==> config.mk <==
export PLATFORM = sky130hd
export DESIGN_NAME = capture_unit
export DESIGN_NICKNAME = d
export VERILOG_FILES = /design/src/rtl/cap_pkg.sv /design/src/rtl/cap_sync.sv /design/src/rtl/cap_filter.sv /design/src/rtl/cap_edge.sv /design/src/rtl/cap_regs.sv /design/src/rtl/capture_unit.sv
export SDC_FILE = /design/constraint.sdc
export NUM_CORES = 1
export LEC_CHECK = 0
export BUFFER_PORTS_ARGS = -buffer_cell sky130_fd_sc_hd__buf_2
export CELL_PAD_IN_SITES_DETAIL_PLACEMENT = 0
export CELL_PAD_IN_SITES_GLOBAL_PLACEMENT = 1
export CORE_MARGIN = 2
export CORE_UTILIZATION = 40
export CTS_CLUSTER_DIAMETER = 40
export DETAILED_ROUTE_END_ITERATION = 10
export PLACE_DENSITY_LB_ADDON = 0.25
export SLEW_MARGIN = 10
export SYNTH_ARGS = -nofsm -noshare
export SYNTH_HDL_FRONTEND = slang
export SYNTH_SLANG_ARGS = --single-unit
==> constraint.sdc <==
create_clock -name clk -period 3.8 [get_ports clk]
set_input_delay 0.76 -clock clk [delete_from_list [all_inputs] [get_ports clk]]
set_output_delay 0.76 -clock clk [all_outputs]
set_load 0.01 [all_outputs]
==> src/rtl/cap_pkg.sv <==
package cap_pkg;

  localparam int BUS_W = 8;
  localparam int CNT_W = 2 * BUS_W;

  typedef enum logic [2:0] {
    A_CTRL   = 3'd0,
    A_STAT   = 3'd1,
    A_CAP_LO = 3'd2,
    A_CAP_HI = 3'd3,
    A_CNT_LO = 3'd4,
    A_CNT_HI = 3'd5
  } reg_addr_e;

  typedef struct packed {
    logic irq_en;
    logic edge_rise;
    logic filt_en;
    logic src_sel;
  } ctrl_t;

endpackage

==> src/rtl/cap_sync.sv <==
module cap_sync #(
  parameter int WIDTH  = 2,
  parameter int STAGES = 2
) (
  input  logic             clk,
  input  logic             rst_n,
  input  logic [WIDTH-1:0] d,
  output logic [WIDTH-1:0] q
);

  logic [STAGES-1:0][WIDTH-1:0] stage_q;

  always_ff @(posedge clk or negedge rst_n) begin
    if (!rst_n) stage_q[0] <= '0;
    else        stage_q[0] <= d;
  end

  // Each further stage re-registers the one before it.
  for (genvar g = 1; g < STAGES; g++) begin : g_stage
    always_ff @(posedge clk or negedge rst_n) begin
      if (!rst_n) stage_q[g] <= '0;
      else        stage_q[g] <= stage_q[g-1];
    end
  end

  assign q = stage_q[STAGES-1];

endmodule

==> src/rtl/cap_filter.sv <==
module cap_filter #(
  parameter int FLT_LEN = 4
) (
  input  logic clk,
  input  logic rst_n,
  input  logic en,
  input  logic raw,
  output logic lvl
);

  logic [FLT_LEN-1:0] hist_q;
  logic               filt_q;
  logic               filt_now;
  logic               all_hi;
  logic               all_lo;

  // The last FLT_LEN samples of the raw level.
  always_ff @(posedge clk or negedge rst_n) begin
    if (!rst_n) hist_q <= '0;
    else        hist_q <= {hist_q[FLT_LEN-2:0], raw};
  end

  assign all_hi = &hist_q;
  assign all_lo = ~|hist_q;

  // A new level is accepted only when every stored sample agrees on it.
  always_comb begin
    if (all_hi)      filt_now = 1'b1;
    else if (all_lo) filt_now = 1'b0;
    else             filt_now = filt_q;
  end

  always_ff @(posedge clk or negedge rst_n) begin
    if (!rst_n) filt_q <= 1'b0;
    else        filt_q <= filt_now;
  end

  assign lvl = en ? filt_now : raw;

  // the held level only moves after a full run of agreeing samples.
  assert_filter_agree_R3: assert property (@(posedge clk) disable iff (!rst_n)
    !$stable(filt_q) |-> ($past(all_hi) || $past(all_lo)));

endmodule

==> src/rtl/cap_edge.sv <==
module cap_edge (
  input  logic clk,
  input  logic rst_n,
  input  logic lvl,
  input  logic rise,
  output logic evt
);

  logic prev_q;

  always_ff @(posedge clk or negedge rst_n) begin
    if (!rst_n) prev_q <= 1'b0;
    else        prev_q <= lvl;
  end

  assign evt = rise ? (lvl & ~prev_q) : (~lvl & prev_q);

  // with a fixed polarity, two qualifying edges need at least one cycle between them.
  assert_no_back_to_back_R4: assert property (@(posedge clk) disable iff (!rst_n)
    evt |=> (!evt || !$stable(rise)));

endmodule

==> src/rtl/cap_regs.sv <==
module cap_regs
  import cap_pkg::*;
(
  input  logic             clk,
  input  logic             rst_n,
  input  logic [2:0]       bus_addr,
  input  logic             bus_wr,
  input  logic             bus_rd,
  input  logic [BUS_W-1:0] bus_wdata,
  output logic [BUS_W-1:0] bus_rdata,
  input  logic             cap_evt,
  input  logic             glb_irq_en,
  output ctrl_t            ctrl,
  output logic             irq
);

  ctrl_t            ctrl_q;
  logic             flag_q;
  logic [CNT_W-1:0] cap_q;
  logic [CNT_W-1:0] cnt_q;
  logic [BUS_W-1:0] hold_q;

  logic wr_ctrl, wr_stat, wr_cap_lo, wr_cap_hi, wr_cnt_lo, wr_cnt_hi;
  logic rd_cap_lo, rd_cnt_lo;
  logic unused_wdata;

  // Bus decode.
  assign wr_ctrl   = bus_wr && (bus_addr == A_CTRL);
  assign wr_stat   = bus_wr && (bus_addr == A_STAT);
  assign wr_cap_lo = bus_wr && (bus_addr == A_CAP_LO);
  assign wr_cap_hi = bus_wr && (bus_addr == A_CAP_HI);
  assign wr_cnt_lo = bus_wr && (bus_addr == A_CNT_LO);
  assign wr_cnt_hi = bus_wr && (bus_addr == A_CNT_HI);
  assign rd_cap_lo = bus_rd && (bus_addr == A_CAP_LO);
  assign rd_cnt_lo = bus_rd && (bus_addr == A_CNT_LO);
  assign unused_wdata = ^bus_wdata[BUS_W-1:4];

  always_ff @(posedge clk or negedge rst_n) begin
    if (!rst_n)       ctrl_q <= '0;
    else if (wr_ctrl) ctrl_q <= ctrl_t'(bus_wdata[3:0]);
  end

  // Capture flag: a capture wins over a write-one clear in the same cycle.
  always_ff @(posedge clk or negedge rst_n) begin
    if (!rst_n)                       flag_q <= 1'b0;
    else if (cap_evt)                 flag_q <= 1'b1;
    else if (wr_stat && bus_wdata[0]) flag_q <= 1'b0;
  end

  // Shared high-byte holding register.
  always_ff @(posedge clk or negedge rst_n) begin
    if (!rst_n)                       hold_q <= '0;
    else if (wr_cap_hi || wr_cnt_hi)  hold_q <= bus_wdata;
    else if (rd_cap_lo)               hold_q <= cap_q[CNT_W-1:BUS_W];
    else if (rd_cnt_lo)               hold_q <= cnt_q[CNT_W-1:BUS_W];
  end

  // Capture register: a hardware capture wins over a bus commit.
  always_ff @(posedge clk or negedge rst_n) begin
    if (!rst_n)         cap_q <= '0;
    else if (cap_evt)   cap_q <= cnt_q;
    else if (wr_cap_lo) cap_q <= {hold_q, bus_wdata};
  end

  // Free-running counter.
  always_ff @(posedge clk or negedge rst_n) begin
    if (!rst_n)         cnt_q <= '0;
    else if (wr_cnt_lo) cnt_q <= {hold_q, bus_wdata};
    else                cnt_q <= cnt_q + CNT_W'(1);
  end

  always_comb begin
    bus_rdata = '0;
    case (bus_addr)
      A_CTRL:   bus_rdata = {4'b0, ctrl_q};
      A_STAT:   bus_rdata = {{(BUS_W-1){1'b0}}, flag_q};
      A_CAP_LO: bus_rdata = cap_q[BUS_W-1:0];
      A_CNT_LO: bus_rdata = cnt_q[BUS_W-1:0];
      A_CAP_HI,
      A_CNT_HI: bus_rdata = hold_q;
      default:  bus_rdata = '0;
    endcase
  end

  assign ctrl = ctrl_q;
  assign irq  = flag_q && ctrl_q.irq_en && glb_irq_en;

  // the counter steps by one unless the low byte is committed.
  assert_cnt_step_R9: assert property (@(posedge clk) disable iff (!rst_n)
    !wr_cnt_lo |=> (cnt_q == $past(cnt_q) + CNT_W'(1)));

  // the capture register only moves on a capture or a low-byte commit.
  assert_cap_hold_R8: assert property (@(posedge clk) disable iff (!rst_n)
    (!cap_evt && !wr_cap_lo) |=> $stable(cap_q));

  // the flag is only raised by a capture event.
  assert_flag_source_R5: assert property (@(posedge clk) disable iff (!rst_n)
    $rose(flag_q) |-> $past(cap_evt));

  // a capture always leaves the flag set.
  assert_flag_after_cap_R5: assert property (@(posedge clk) disable iff (!rst_n)
    cap_evt |=> flag_q);

endmodule

==> src/rtl/capture_unit.sv <==
module capture_unit
  import cap_pkg::*;
#(
  parameter int SYNC_STAGES = 2,
  parameter int FLT_LEN     = 4
) (
  input  logic       clk,
  input  logic       rst_n,
  input  logic [2:0] bus_addr,
  input  logic       bus_wr,
  input  logic       bus_rd,
  input  logic [7:0] bus_wdata,
  output logic [7:0] bus_rdata,
  input  logic       cap_pin,
  input  logic       cmp_in,
  input  logic       glb_irq_en,
  output logic       irq
);

  localparam int SRC_N = 2;

  logic [SRC_N-1:0] src_sync;
  logic             src_lvl;
  logic             clean_lvl;
  logic             cap_evt;
  ctrl_t            ctrl;

  cap_sync #(.WIDTH(SRC_N), .STAGES(SYNC_STAGES)) i_sync (
    .clk   (clk),
    .rst_n (rst_n),
    .d     ({cmp_in, cap_pin}),
    .q     (src_sync)
  );

  assign src_lvl = ctrl.src_sel ? src_sync[1] : src_sync[0];

  cap_filter #(.FLT_LEN(FLT_LEN)) i_filter (
    .clk   (clk),
    .rst_n (rst_n),
    .en    (ctrl.filt_en),
    .raw   (src_lvl),
    .lvl   (clean_lvl)
  );

  cap_edge i_edge (
    .clk   (clk),
    .rst_n (rst_n),
    .lvl   (clean_lvl),
    .rise  (ctrl.edge_rise),
    .evt   (cap_evt)
  );

  cap_regs i_regs (
    .clk        (clk),
    .rst_n      (rst_n),
    .bus_addr   (bus_addr),
    .bus_wr     (bus_wr),
    .bus_rd     (bus_rd),
    .bus_wdata  (bus_wdata),
    .bus_rdata  (bus_rdata),
    .cap_evt    (cap_evt),
    .glb_irq_en (glb_irq_en),
    .ctrl       (ctrl),
    .irq        (irq)
  );

  // no request while the global enable is low.
  assert_irq_gated_R6: assert property (@(posedge clk) disable iff (!rst_n)
    irq |-> glb_irq_en);

endmodule

# Word level (Yosys, flattened, before mapping)
# Index checks and enable logic that the tools add are counted.
dict set report totals {
  ff_bits 55
  word_cells 56
  out_inout_bits 9
}
dict set report classes {
  n_reduce_logical 19
  n_addsub 1
  n_eq_ne 5
  n_mux 14
  n_bitwise 4
}
# op n
set ops {}
lappend ops {{two-way mux 16 bit} 3}
lappend ops {{one-hot mux 8 bit (5 select lines)} 1}
lappend ops {{two-way mux 8 bit} 3}
lappend ops {{adder 16 x 1 -> 16 bit (second input constant)} 1}
lappend ops {{logical AND 1 bit} 11}
lappend ops {{two-way mux 1 bit} 7}
lappend ops {{== test 3 x 2 -> 1 bit (second input constant)} 2}
lappend ops {{== test 3 bit (second input constant)} 2}
lappend ops {{AND reduction 4 bit} 1}
lappend ops {{nonzero test 2 bit} 2}
lappend ops {{OR reduction 4 bit} 1}
lappend ops {{== test 3 x 1 -> 1 bit (second input constant)} 1}
lappend ops {{logical NOT 3 bit} 1}
lappend ops {{nonzero test 3 bit} 1}
lappend ops {{AND 1 bit} 2}
lappend ops {{inverter 1 bit} 2}
lappend ops {{OR reduction 2 bit} 1}
lappend ops {{logical OR 1 bit} 1}

# Logic depth before layout (Yosys ltp)
dict set report logic_depth {
  depth_word 8
  ltp_mapped 8
}

# Hierarchy
# Synthesis repeated with hierarchy kept, for this count alone.
dict set report unflattened {
  hier_cells 279
  hier_area_um2 2981.6
}
# module instances area_each_um2 cells_each
set modules_own_cells {}
lappend modules_own_cells {cap_regs 1 2632.5 255}
lappend modules_own_cells {cap_filter 1 171.4 13}
lappend modules_own_cells {cap_sync 1 115.1 6}
lappend modules_own_cells {cap_edge 1 47.5 4}
lappend modules_own_cells {capture_unit 1 15.0 1}

# Least setup slack after synthesis
# OpenSTA, ideal clock, no wires.
dict set report synth_path {
  path_type {input-to-output}
  startpoint {input port bus_addr[2]}
  endpoint {output port bus_rdata[4]}
  arrival_ps 1691
  path_slack_ps 1349
  required_ps 3040
  path_buffers 2
  cell_stages 5
  cell_sequence {buf_6 > nor2b_2 > clkbuf_1 > a22oi_1 > o22ai_1}
}
dict set report synth_via {
  elab_chain_cells 3
}
# element line
set synth_lines {}
lappend synth_lines {{start, declared} capture_unit.sv:9} ;# input logic [2:0] bus_addr,
lappend synth_lines {{== test 3 bit or == test 3 x 2 -> 1 bit (tied branches)} cap_regs.sv:74} ;# case (bus_addr)
lappend synth_lines {{OR reduction 2 bit} cap_regs.sv:74}
lappend synth_lines {{one-hot mux 8 bit (5 select lines) *} cap_regs.sv:74}
lappend synth_lines {{end, declared} capture_unit.sv:13} ;# output logic [7:0] bus_rdata,
# Mark *: on every way between the ends. The rest lies on a longest branch, timed or not.

# Final worst setup path
dict set report layout_path {
  startpoint {input port bus_addr[1]}
  endpoint {output port bus_rdata[6]}
}
# The elaborated chain is that of the path after synthesis.

==> reports/qor.txt <==
WL per Instance: 18.33 µm
Initial Utilization: 0.4140
H-tree depth: 2
Syn Std Cell Area: 0.003003 mm²
Final cell count without fillers: 418
Hold_buf cts: 0
Nets: 337
Detailed Place HPWL: 5.487 mm
DRC violations left: 0
Max Clk Rate: 358.2 MHz
Share of flip-flops with an asynchronous set or reset: 1.000
Crit Path Class: in -> out
Root buffer cell: clkbuf_8
Post-synthesis compound-gate area fraction: 0.1413
Maximum vdd drop: 0.1919 mV
Largest family of logic cells by synthesized area: simple AND/OR/NAND/NOR gates
Distinct cells, synth: 45
Synth Area in XOR/XNOR: 0.04083
Max-slew violations: 0
#FFs+latches synth: 55
Synth area leaders: dfrtp_1, mux2i_1, mux2_1
Clock Tree Buf Depth: 2
Worst Max-Slew Pin Slew: 0.8597 ns
Top-area cell type share of the netlist area: 0.4583
Storage element area: 0.001376 mm²
Leakage: 1.343 nW
Post-CTS resize count: 0
CTS Buf Count: 5
Final ANT Viol Nets: 0
First-pass GRT wire length: 12.54 mm
Setup TNS: 0 ns
Fin crit period: 2.792 ns
Worst Skew: 0.009845 ns
Cell mode on critical path: buf_2
Synthesized-area fraction occupied by adder cells: 0.004167
Mux share of post-synthesis cell area: 0.1279
PD cells: 614.7 mW/mm²
Critical-path top delay cell: nor2b_2
Pre-antenna DRT Iters: 4
Rel. slew slack: 0.4269
Required time worst endpoint: 3.04 ns
Ant diodes: 0
Port Buffers: 26
Util after Layout: 0.4582
Worst setup margin: 1.008 ns
Worst-Skew Late Latency: 0.31 ns
Clock transition at the registers of the reported paths: 0.10 ns
Die W: 90.65 µm
Setup Viol. Count Final: 0
Vias per std cell: 5.596
CTS tree: built
WP data arrival: 2.03 ns
Worst path cell trace: buf_2, nor2b_2, a22oi_1, o22ai_1, buf_2
Power share of the combinational group: 0.299
Share of layout cells above drive strength 1: 0.1724
Syn Nets: 317
Ports: 27
P_sw: 0.0007298 W
Post-synthesis sequential area ratio: 0.4583
Seq pwr share: 0.496
Post-synth top cells: dfrtp_1, nand2_1, nor2_1, mux2i_1, nor3_1
Yosys warning total: 0
EDFF count, synth: 0
Antenna violations before repair: 0
Via count: 2339
Largest net degree at the start of global routing: 37
Core ar.: 0.007253 mm²
Simple-gate share of the synthesized area: 0.1896
Final Cycle Share: 0.7347
Max_cap viols: 0
Final WL: 7.662 mm
Top delay family on crit path: simple AND/OR/NAND/NOR gates
Hold Fails Final Rpt: 0
Yosys top cell by area: dfrtp_1
RSZ-0062 raised after global routing: no
Clk sinks: 55
# Post-CTS Setup Buffers: 0
Area Growth Syn to Fin: 10.67%
Die height: 90.65 µm
CP Max Fanout: 11
Post-synth top flop: dfrtp_1
CP bufs+invs: 2
Crit-path max cell delay: 0.49 ns
Die area: 0.008217 mm²
Drt initial violations: 162
Critical Path Sink Type: output port
DP Worst Slack: 1.016 ns
Cells after DPL: 410
Crit path launch type: input port
Number of global-route vias before repair: 2296
Status: finished clean
Worst hold path class: reg -> reg
Clock share of power: 0.205
Filler cell count: 709
GPL Wtd Cong: 0.8439
Most numerous cell in the Yosys netlist: dfrtp_1
Area of the multi-input gates: 0.001523 mm²
Internal power: 0.001313 W
Mean Syn Cell Area: 10.08 µm²
Site row count: 31
Total GRT Usage: 0.1957
Total grt overflow: 0
Cells after synthesis: 298
Sw Share: 0.3573
==> metrics by stage <==
| step | hold slack (ns) | total power (W) | cell area (µm²) |
|---|---|---|---|
| 2_1_floorplan | 0.3312 | 0.001429 | 3003 |
| 3_3_place_gp | 0.3326 | 0.001622 | 3202 |
| 3_5_place_dp | 0.3372 | 0.001637 | 3202 |
| 4_1_cts | 0.3621 | 0.002058 | 3323 |
| 5_1_grt | 0.3657 | 0.002188 | 3323 |
| 6_report | 0.3597 | 0.002043 | 3323 |
==> path summary, 6_finish.rpt <==
| check | cells past startpoint | slack (ns) | from | to |
|---|---|---|---|---|
| setup / recovery | 5 | 1.01 | bus_addr[1] | bus_rdata[6] |
| hold / removal | 0 | 0.36 | i_sync.stage_q[1]$_DFF_PN0_ | i_sync.q[1]$_DFF_PN0_ |
| setup reg to reg | 6 | 1.52 | i_filter.hist_q[1]$_DFF_PN0_ | i_regs.cap_q[11]$_DFFE_PN0P_ |
| hold reg to reg | 0 | 0.36 | i_sync.stage_q[1]$_DFF_PN0_ | i_sync.q[1]$_DFF_PN0_ |
| max in group asynchronous | 2 | 2.48 | rst_n | i_regs.cnt_q[2]$_DFF_PN0_ |
| min in group asynchronous | 1 | 0.55 | rst_n | i_sync.stage_q[0]$_DFF_PN0_ |
==> placed cells by master (no fill, tap or decap), types with 2 or more instances in the layout <==
cell,instances
buf_4,4
and3_1,4
nor2_1,24
a311oi_1,3
mux2_1,11
inv_1,4
nor2b_4,2
o21ai_1,6
nor4_1,2
o21ai_0,10
nor2b_1,5
a2111oi_0,4
xnor2_1,7
mux2_2,8
or3_1,10
o22ai_1,7
xor2_1,7
buf_2,26
nand2b_1,3
nand3_1,3
nor3_2,2
a21oi_1,6
a22oi_1,4
a211oi_1,5
mux2i_1,17
nor3_1,12
nand2_1,32
nand4_1,3
a221o_1,8
dfrtp_1,55
o311a_1,4
nor2_4,2
clkbuf_8,6
==> registers in the layout, summed over array words and instances (netlist names) <==
signal,count
i_regs.cap_q,16
i_regs.flag_q,1
i_edge.prev_q,1
i_regs.cnt_q,16
i_sync.q,2
i_filter.hist_q,4
i_filter.filt_q,1
i_regs.ctrl,4
i_sync.stage_q,2
i_regs.hold_q,8
==> per-layer routing <==
metal,up-vias,GRT usage,wire length (µm)
li1,1132,-,-
met1,1151,0.2818,3703
met2,47,0.2929,3526
met3,9,0.04007,321
met4,0,0.06667,111
met5,-,0,0
==> power groups by stage <==
stage	logic (W)	registers, W	clock network, W
final	0.000610	0.00101	0.000420
after global routing	0.000688	0.00104	0.000458
after CTS	0.000615	0.00101	0.000432
after detailed placement	0.000611	0.00103	0
after global placement	0.000598	0.00102	0
after floorplan	0.000496	0.000932	0
==> cells by family after synthesis <==
family / Yosys count
XOR/XNOR: 14
adder cells (fa/ha/maj): 1
buffers and inverters: 22
flip-flops: 55
multiplexers: 36
AO/OA/AOI/OAI: 60
AND/OR/NAND/NOR: 110
==> area by class of cell <==
class                   instances  share of cell area
repair buffers                 30             0.04819
flip-flops and latches         55              0.4142
clock buffers                   6             0.02485
well taps                      99             0.03727
multi-input cells             221              0.4582
clock inverters                 2             0.01167
inverters                       5            0.005648
Power figures use the tool's default switching activity.
